**config.mk**
```make
export PLATFORM = sky130hd
export DESIGN_NAME = freq_src_sel
export DESIGN_NICKNAME = d
export VERILOG_FILES = /design/src/rtl/fss_pkg.sv /design/src/rtl/fss_strap_latch.sv /design/src/rtl/fss_ctrl_regs.sv /design/src/rtl/fss_code_sel.sv /design/src/rtl/freq_src_sel.sv
export SDC_FILE = /design/constraint.sdc
export NUM_CORES = 1
export LEC_CHECK = 0
export BUFFER_PORTS_ARGS = -buffer_cell sky130_fd_sc_hd__buf_2
export CAP_MARGIN = 15
export CORE_MARGIN = 2
export CORE_UTILIZATION = 50
export DETAILED_ROUTE_END_ITERATION = 16
export GPL_TIMING_DRIVEN = 1
export PLACE_DENSITY_LB_ADDON = 0.25
export SYNTH_ARGS = -nofsm -noshare
export SYNTH_HDL_FRONTEND = slang
export SYNTH_SLANG_ARGS = --single-unit
```
**constraint.sdc**
```tcl
create_clock -name clk -period 1.5 [get_ports clk]
set_input_delay 0 -clock clk [delete_from_list [all_inputs] [get_ports clk]]
set_output_delay 0 -clock clk [all_outputs]
set_load 0.03 [all_outputs]
```
**src/rtl/fss_pkg.sv**
```systemverilog
package fss_pkg;

    localparam int CODE_W = 5;
    localparam int M_W    = 5;
    localparam int N_W    = 9;
    localparam int CUR_W  = 2;
    localparam int OSEL_W = 2;
    localparam int AW     = 3;
    localparam int DW     = 8;

    localparam logic [M_W-1:0] M_RST = 5'b01101;
    localparam logic [N_W-1:0] N_RST = 9'h167;

    typedef enum logic [AW-1:0] {
        A_CTRL  = 3'd0,
        A_SAFE  = 3'd1,
        A_MHI   = 3'd2,
        A_NLO   = 3'd3,
        A_MODE  = 3'd4,
        A_OSEL  = 3'd5,
        A_STRAP = 3'd6,
        A_NONE  = 3'd7
    } addr_e;

    typedef struct packed {
        logic              spread;
        logic [CODE_W-1:0] soft_code;
        logic              soft_en;
        logic              safe_en;
    } ctrl_t;

    typedef struct packed {
        logic [CODE_W-1:0] fs;
        logic [CUR_W-1:0]  cur;
    } strap_t;

    typedef struct packed {
        logic [M_W-1:0] m;
        logic [N_W-1:0] n;
        logic           en;
    } divcfg_t;

    function automatic logic [DW-1:0] pack_strap(strap_t s);
        logic [DW-1:0] r;
        r = '0;
        r[CODE_W-1:0]              = s.fs;
        r[CODE_W+CUR_W-1:CODE_W]   = s.cur;
        return r;
    endfunction

    function automatic logic [DW-1:0] pack_mhi(divcfg_t d);
        logic [DW-1:0] r;
        r = '0;
        r[DW-1]    = d.n[N_W-1];
        r[M_W-1:0] = d.m;
        return r;
    endfunction

endpackage

```
**src/rtl/fss_strap_latch.sv**
```systemverilog
module fss_strap_latch
    import fss_pkg::*;
(
    input  logic              clk,
    input  logic              rst,
    input  logic              pg_n,
    input  logic [CODE_W-1:0] strap_fs,
    input  logic [CUR_W-1:0]  strap_cur,
    input  logic [OSEL_W-1:0] strap_osel,
    input  logic              osel_we,
    input  logic [OSEL_W-1:0] osel_wdata,
    output logic              valid,
    output strap_t            lat,
    output logic [OSEL_W-1:0] osel
);

    always_ff @(posedge clk) begin
        if (rst) begin
            valid <= 1'b0;
            lat   <= '0;
            osel  <= '0;
        end else if (!valid) begin
            if (!pg_n) begin
                valid  <= 1'b1;
                lat.fs <= strap_fs;
                lat.cur <= strap_cur;
                osel   <= strap_osel;
            end
        end else if (osel_we) begin
            osel <= osel_wdata;
        end
    end

endmodule

```
**src/rtl/fss_ctrl_regs.sv**
```systemverilog
module fss_ctrl_regs
    import fss_pkg::*;
(
    input  logic              clk,
    input  logic              rst,
    input  logic              wr_en,
    input  logic [AW-1:0]     wr_addr,
    input  logic [DW-1:0]     wr_data,
    input  logic              wd_expire,
    output ctrl_t             ctrl,
    output logic [CODE_W-1:0] safe_code,
    output divcfg_t           div
);

    addr_e waddr;
    assign waddr = addr_e'(wr_addr);

    always_ff @(posedge clk) begin
        if (rst) begin
            ctrl      <= '0;
            safe_code <= '0;
            div.m     <= M_RST;
            div.n     <= N_RST;
            div.en    <= 1'b0;
        end else if (wd_expire) begin
            // fallback: leave direct programming, reload the code source
            div.en       <= 1'b0;
            ctrl.soft_en <= ctrl.safe_en;
            if (ctrl.safe_en) begin
                ctrl.soft_code <= safe_code;
            end
        end else if (wr_en) begin
            case (waddr)
                A_CTRL: ctrl <= ctrl_t'(wr_data);
                A_SAFE: safe_code <= wr_data[CODE_W-1:0];
                A_MHI: begin
                    div.n[N_W-1] <= wr_data[DW-1];
                    div.m        <= wr_data[M_W-1:0];
                end
                A_NLO:  div.n[N_W-2:0] <= wr_data[N_W-2:0];
                A_MODE: div.en <= wr_data[DW-1];
                default: ;
            endcase
        end
    end

endmodule

```
**src/rtl/fss_code_sel.sv**
```systemverilog
module fss_code_sel
    import fss_pkg::*;
(
    input  logic              clk,
    input  logic              rst,
    input  logic              soft_en,
    input  logic [CODE_W-1:0] soft_code,
    input  logic [CODE_W-1:0] strap_code,
    output logic [CODE_W-1:0] eff_code
);

    logic [CODE_W-1:0] next_code;

    always_comb begin
        next_code = soft_en ? soft_code : strap_code;
    end

    always_ff @(posedge clk) begin
        if (rst) begin
            eff_code <= '0;
        end else begin
            eff_code <= next_code;
        end
    end

endmodule

```
**src/rtl/freq_src_sel.sv**
```systemverilog
module freq_src_sel
    import fss_pkg::*;
(
    input  logic              clk,
    input  logic              rst,
    input  logic              pg_n,
    input  logic [4:0]        strap_fs,
    input  logic [1:0]        strap_cur,
    input  logic [1:0]        strap_osel,
    input  logic              wr_en,
    input  logic [2:0]        wr_addr,
    input  logic [7:0]        wr_data,
    input  logic [2:0]        rd_addr,
    input  logic              wd_expire,
    output logic [7:0]        rd_data,
    output logic [4:0]        eff_code,
    output logic [4:0]        m_div,
    output logic [8:0]        n_div,
    output logic              mn_mode,
    output logic              spread_en,
    output logic [1:0]        cur_sel,
    output logic [1:0]        out_sel,
    output logic              straps_valid
);

    ctrl_t             ctrl;
    divcfg_t           div;
    strap_t            lat;
    logic [CODE_W-1:0] safe_code;
    logic              osel_we;
    logic              soft_en;
    logic [CODE_W-1:0] soft_code;
    logic              safe_en;
    logic [CODE_W-1:0] lat_fs;

    assign osel_we = wr_en && !wd_expire && (addr_e'(wr_addr) == A_OSEL);

    fss_strap_latch u_latch (
        .clk        (clk),
        .rst        (rst),
        .pg_n       (pg_n),
        .strap_fs   (strap_fs),
        .strap_cur  (strap_cur),
        .strap_osel (strap_osel),
        .osel_we    (osel_we),
        .osel_wdata (wr_data[OSEL_W-1:0]),
        .valid      (straps_valid),
        .lat        (lat),
        .osel       (out_sel)
    );

    fss_ctrl_regs u_regs (
        .clk       (clk),
        .rst       (rst),
        .wr_en     (wr_en),
        .wr_addr   (wr_addr),
        .wr_data   (wr_data),
        .wd_expire (wd_expire),
        .ctrl      (ctrl),
        .safe_code (safe_code),
        .div       (div)
    );

    assign soft_en   = ctrl.soft_en;
    assign soft_code = ctrl.soft_code;
    assign safe_en   = ctrl.safe_en;
    assign lat_fs    = lat.fs;

    fss_code_sel u_sel (
        .clk        (clk),
        .rst        (rst),
        .soft_en    (soft_en),
        .soft_code  (soft_code),
        .strap_code (lat_fs),
        .eff_code   (eff_code)
    );

    assign m_div     = div.m;
    assign n_div     = div.n;
    assign mn_mode   = div.en;
    assign spread_en = ctrl.spread;
    assign cur_sel   = lat.cur;

    always_comb begin
        rd_data = '0;
        case (addr_e'(rd_addr))
            A_CTRL:  rd_data = DW'(ctrl);
            A_SAFE:  rd_data[CODE_W-1:0] = safe_code;
            A_MHI:   rd_data = pack_mhi(div);
            A_NLO:   rd_data = div.n[N_W-2:0];
            A_MODE:  rd_data[DW-1] = div.en;
            A_OSEL:  rd_data[OSEL_W-1:0] = out_sel;
            A_STRAP: rd_data = pack_strap(lat);
            default: rd_data = '0;
        endcase
    end

endmodule

```
Yosys cells after proc, flatten, opt, wreduce, memory -nomap -nowiden
Cells that the tools add are included.
Widths: inputs -> output; s select.
- flip-flop bits (word level): 43
- input port bits: 28
- multiplexer cells: 14
- equality and inequality tests: 14
- bitwise gates (word level): 3
- reduce and logical (&&, ||, !) cells: 17
- operator list (operator ; number):
    $eq 3x3->1 const B ; 5
    $pmux 3 s5 ; 1
    $reduce_and 3->1 ; 5
    $mux 7 ; 2
    $eq 3x2->1 const B ; 4
    $pmux 2 s6 ; 1
    $mux 5 ; 2
    $reduce_and 2->1 ; 4
    $eq 3x1->1 const B ; 2
    $logic_not 3->1 ; 2
    $mux 2 ; 3
    $mux 6 ; 1
    $pmux 2 s3 ; 1
    $ne 2x1->1 const B ; 2
    $pmux 1 s4 ; 1
    $reduce_bool 2->1 ; 2
    $not 1->1 ; 3
    $logic_and 1x1->1 ; 2
    $mux 1 ; 2
    $ne 2x2->1 const B ; 1
    $reduce_or 2->1 ; 1
    $logic_not 1->1 ; 1

Depth between registers and ports, before layout
- depth after elaboration: 5
- mapped depth: 5

Cells and area by module
Synthesis repeated with hierarchy kept, for this count alone.
- cells, all modules: 250
- area total of the unflattened synthesis: 2274.7 um2
- by module, submodules not included (module ; cells each ; area an instance (um2) ; times used ; sequential area each (um2)):
    fss_ctrl_regs ; 130 ; 1248.7 ; 1 ; 560.5
    freq_src_sel ; 57 ; 439.2 ; 1 ; 0.0
    fss_strap_latch ; 47 ; 406.6 ; 1 ; 200.2
    fss_code_sel ; 16 ; 180.2 ; 1 ; 100.1

Least setup slack after synthesis
Ideal clock, no wire load.
- path type: reg-to-output
- start point: register, netlist name u_regs.div[8]
- end point: output rd_data[7]
- required time: 1.500 ns
- cell stages (with the launch flop): 3
- slack: 0.113 ns
- buffers on the path: 0
- arrival time: 1.387 ns
- cell sequence: dfxtp_1 -> mux2i_1 -> o31ai_1
- word-level cells in the longest chain between the ends: 1
- ends and longest elaborated chain (element ; RTL line ; text):
    $pmux 1 s4 ; freq_src_sel.sv:86 ; case (addr_e'(rd_addr))
    end, declared ; freq_src_sel.sv:15 ; output logic [7:0] rd_data,
No other way between the ends.

Final worst setup path
- start point: register u_regs.safe_code[1]
- end point: output rd_data[1]
- word-level cells in the longest chain between the ends: 1
- ends and longest elaborated chain (element ; RTL line ; text):
    start, declared ; fss_ctrl_regs.sv:11 ; output logic [CODE_W-1:0] safe_code,
    start signal, assigned ; fss_ctrl_regs.sv:35 ; A_SAFE: safe_code <= wr_data[CODE_W-1:0];
    $pmux 2 s6 ; freq_src_sel.sv:86 ;
No other way between the ends.

==> results by group <==
Power
  – Leakage: 1.07 nW
  – PD cells: 897 nW/um^2
  – Worst VDD drop: 0.674 mV
  – Power after layout: 2.34 mW

Cells and area
  – Footprint of the multi-input gates: 1090 sq um
  – P&R area growth vs syn: 25.9%
  – Antenna cells: 0
  – Layout cell share with drive strength beyond 1: 29.7%
  – Reg area: 862 sq um
  – Finished Cell Area: 2610 sq um
  – Filler cells: 362
  – NumNets Final: 330

Routing
  – DRT Wirelength: 5830 um
  – # DRC: 0
  – Routed via count: 2076
  – Initial drt markers: 115
  – Pre-antenna DRT Iters: 4
  – Vias per cell: 5.88
  – WL per Instance: 16.5 um
  – Post-DRT Antenna Nets: 0

Clock network
  – Clk_lat worst skew: 310 ps
  – Reg clk slew, reported paths: 90 ps
  – CTS Buf Count: 5
  – TritonCTS clock tree: yes
  – Clock net sink count: 43
  – Htree depth: 2
  – Clock Path Buffers: 2
  – CTS root buf: clkbuf_8
  – Post-CTS Setup Inserts: 0

Worst setup path
  – Top delay family on crit path: multiplexers
  – Largest stage delay on the critical path: 450 ps
  – Startpoint Class: flip-flop
  – CP Cell Sequence: mux4_2 > nor2_1 > a21oi_1 > buf_4
  – CP Max Fanout: 3
  – Worst EP required: 1500 ps
  – Kind of critical path: reg2out
  – Slowest cell on the critical path: mux4_2
  – CP endpoint kind: primary output
  – Critical Path AT: 1430 ps
  – WP buf/inv: 1

Timing
  – Final worst slack: 68.6 ps
  – RSZ-0062 raised after global routing: no
  – Final Setup Violations: 0
  – Worst Max-Slew Pin Slew: 445 ps
  – Hold WS: 0.814 ps
  – Hold Fails Final Rpt: 0
  – Setup TNS: 0 ps
  – Max_slew headroom: 70.3%
  – Final period utilization: 95.4%
  – Fmax: 699 MHz
  – Tmin final: 1430 ps
  – Final Skew: 10.4 ps
  – Slew Limit Fails: 0

Yosys
  – Syn Inst Count: 233
  – Register area share after synthesis: 41.5%
  – Ys flop type: dfxtp_1
  – Synth Register Bits: 43
  – Synth cell types: 42
  – Post-synth EDFFs: 0
  – Synth top area share: 41.5%
  – Most frequent cell after synthesis: dfxtp_1
  – Mean post-synth cell area: 8.90 sq um
  – Top cells by area, synth: dfxtp_1 (41%), a21oi_1 (6.3%), mux2i_1 (5.3%), a211o_1 (3.8%), a22oi_1 (3.6%)
  – Area leader, netlist: dfxtp_1
  – Synthesized net count: 261
  – Ys Warns: 0
  – Mapped Area: 2070 sq um
  – Async SR Flop Fraction: 0%
  – Most frequent cells after synthesis: dfxtp_1 (43), a21oi_1 (26), nand2_1 (17), o21ai_0 (14), nand3_1 (13)

Global routing
  – Total congestion overflow: 0
  – Antenna violations before repair: 0
  – GRT Total Usage: 26.4%
  – Wire length of the first global-routing pass: 9040 um
  – Vias in the first global route: 1843
  – Pin count of the biggest net entering global routing: 44

Place
  – RD Place Congestion: 0.839
  – DP Area: 2390 sq um
  – DP HPWL: 4180 um
  – Port bufs: 61
  – Pre-CTS WS: 359 ps

Die
  – Core box area: 4000 sq um
  – Row cnt: 23
  – DIE AREA: 4680 sq um
  – Initial core utilization: 51.9%
  – I/O pin count: 62
  – Die H: 68.4 um
  – DIE WIDTH: 68.4 um

Status
  – Status: complete, no violations

Job
  – Max_cap viols: 0

Worst hold path
  – Worst Hold Class: in2reg
## layer usage
layer | GRT usage [%] | share of wire (%) | up-vias | routed length, um
li1 | - | - | 1006 | -
met1 | 35.6 | 45 | 987 | 2640
met2 | 42.4 | 47 | 75 | 2750
met3 | 5.26 | 6.3 | 8 | 365
met4 | 8.00 | 1.2 | 0 | 70
met5 | 0 | 0 | - | 0
## worst register-to-register path, stage by stage, from the launching register on
cell,delay [ps]
dfxtp_1,390
nor2_1,300
buf_4,210
nand2_1,60
a21oi_1,120
## path summary, 6_finish.rpt
| path | startpoint | endpoint | slack [ps] | cells after the start |
|---|---|---|---|---|
| worst max register to register | u_latch.valid | u_latch.lat[1] | 340 | 4 |
| worst min-delay path | wr_data[1] | u_regs.div[11] | 0.8 | 3 |
| worst max-delay path | u_regs.safe_code[1] | rd_data[1] | 70 | 4 |
| worst min register to register | u_latch.lat[5] | u_latch.lat[5] | 480 | 2 |
## power breakdown
group / switching, mW / leakage [nW] / internal (mW)
clock network: 0.415 / 0.0412 / 0.326
logic: 0.244 / 0.682 / 0.154
registers: 0.0289 / 0.349 / 1.17
total: 0.688 / 1.07 / 1.65
## cells by family (layout without fill, tap and decap cells)
logic type	Yosys count	in the layout	synth area share [%]
AO/OA/AOI/OAI	81	81	25.2
AND/OR/NAND/NOR	70	70	19.0
flip-flops	43	43	41.5
buffers and inverters	23	93	5.79
multiplexers	16	16	8.56
## flip-flops by register name, indices dropped and copies added, names as in the netlist
signal and count:
u_regs.safe_code 5, u_latch.valid 1, u_regs.div 15, u_regs.ctrl 8, u_latch.osel 2, u_latch.lat 7, u_sel.eff_code 5
## repair_timing
item / in CTS / in global routing
setup endpoints to repair: 0 / 1
gates resized for setup: 0 / 3
hold endpoints to repair: 15 / 0
hold buffers: 13 / 0
## per-stage QoR
| step | util, % | instances |
|---|---|---|
| 6_report | 65.3 | 353 |
| 5_1_grt | 65.3 | 353 |
| 4_1_cts | 65.2 | 353 |
| 3_5_place_dp | 59.8 | 332 |
| 3_3_place_gp | 59.8 | 332 |
| 2_1_floorplan | - | 233 |
## cell usage in the layout, fill, tap and decap left out, drive strengths merged, types with 4 or more instances in the layout
cell         synthesis  layout
a211o                9       9
a211oi               5       5
a21oi               26      26
a22oi               10      10
a32oi                5       5
and3                 9       9
buf                  9      69
clkbuf              11       6
dfxtp               43      43
dlygate4sd3          0      13
mux2                 4       4
mux2i               11      11
nand2               19      19
nand3               13      13
nor2                 9       9
nor2b                4       4
o211ai               5       5
o21ai               14      14
## area by class of cell
cell class | instances | share of cell area [%]
Sequential cell | 43 | 33.0
Multi-Input combinational cell | 167 | 41.9
Timing Repair Buffer | 82 | 19.1
Clock inverter | 2 | 0.479
Tap cell | 50 | 2.39
Inverter | 3 | 0.431
Clock buffer | 6 | 2.78
Note: power is estimated with default switching activity, not from simulation.
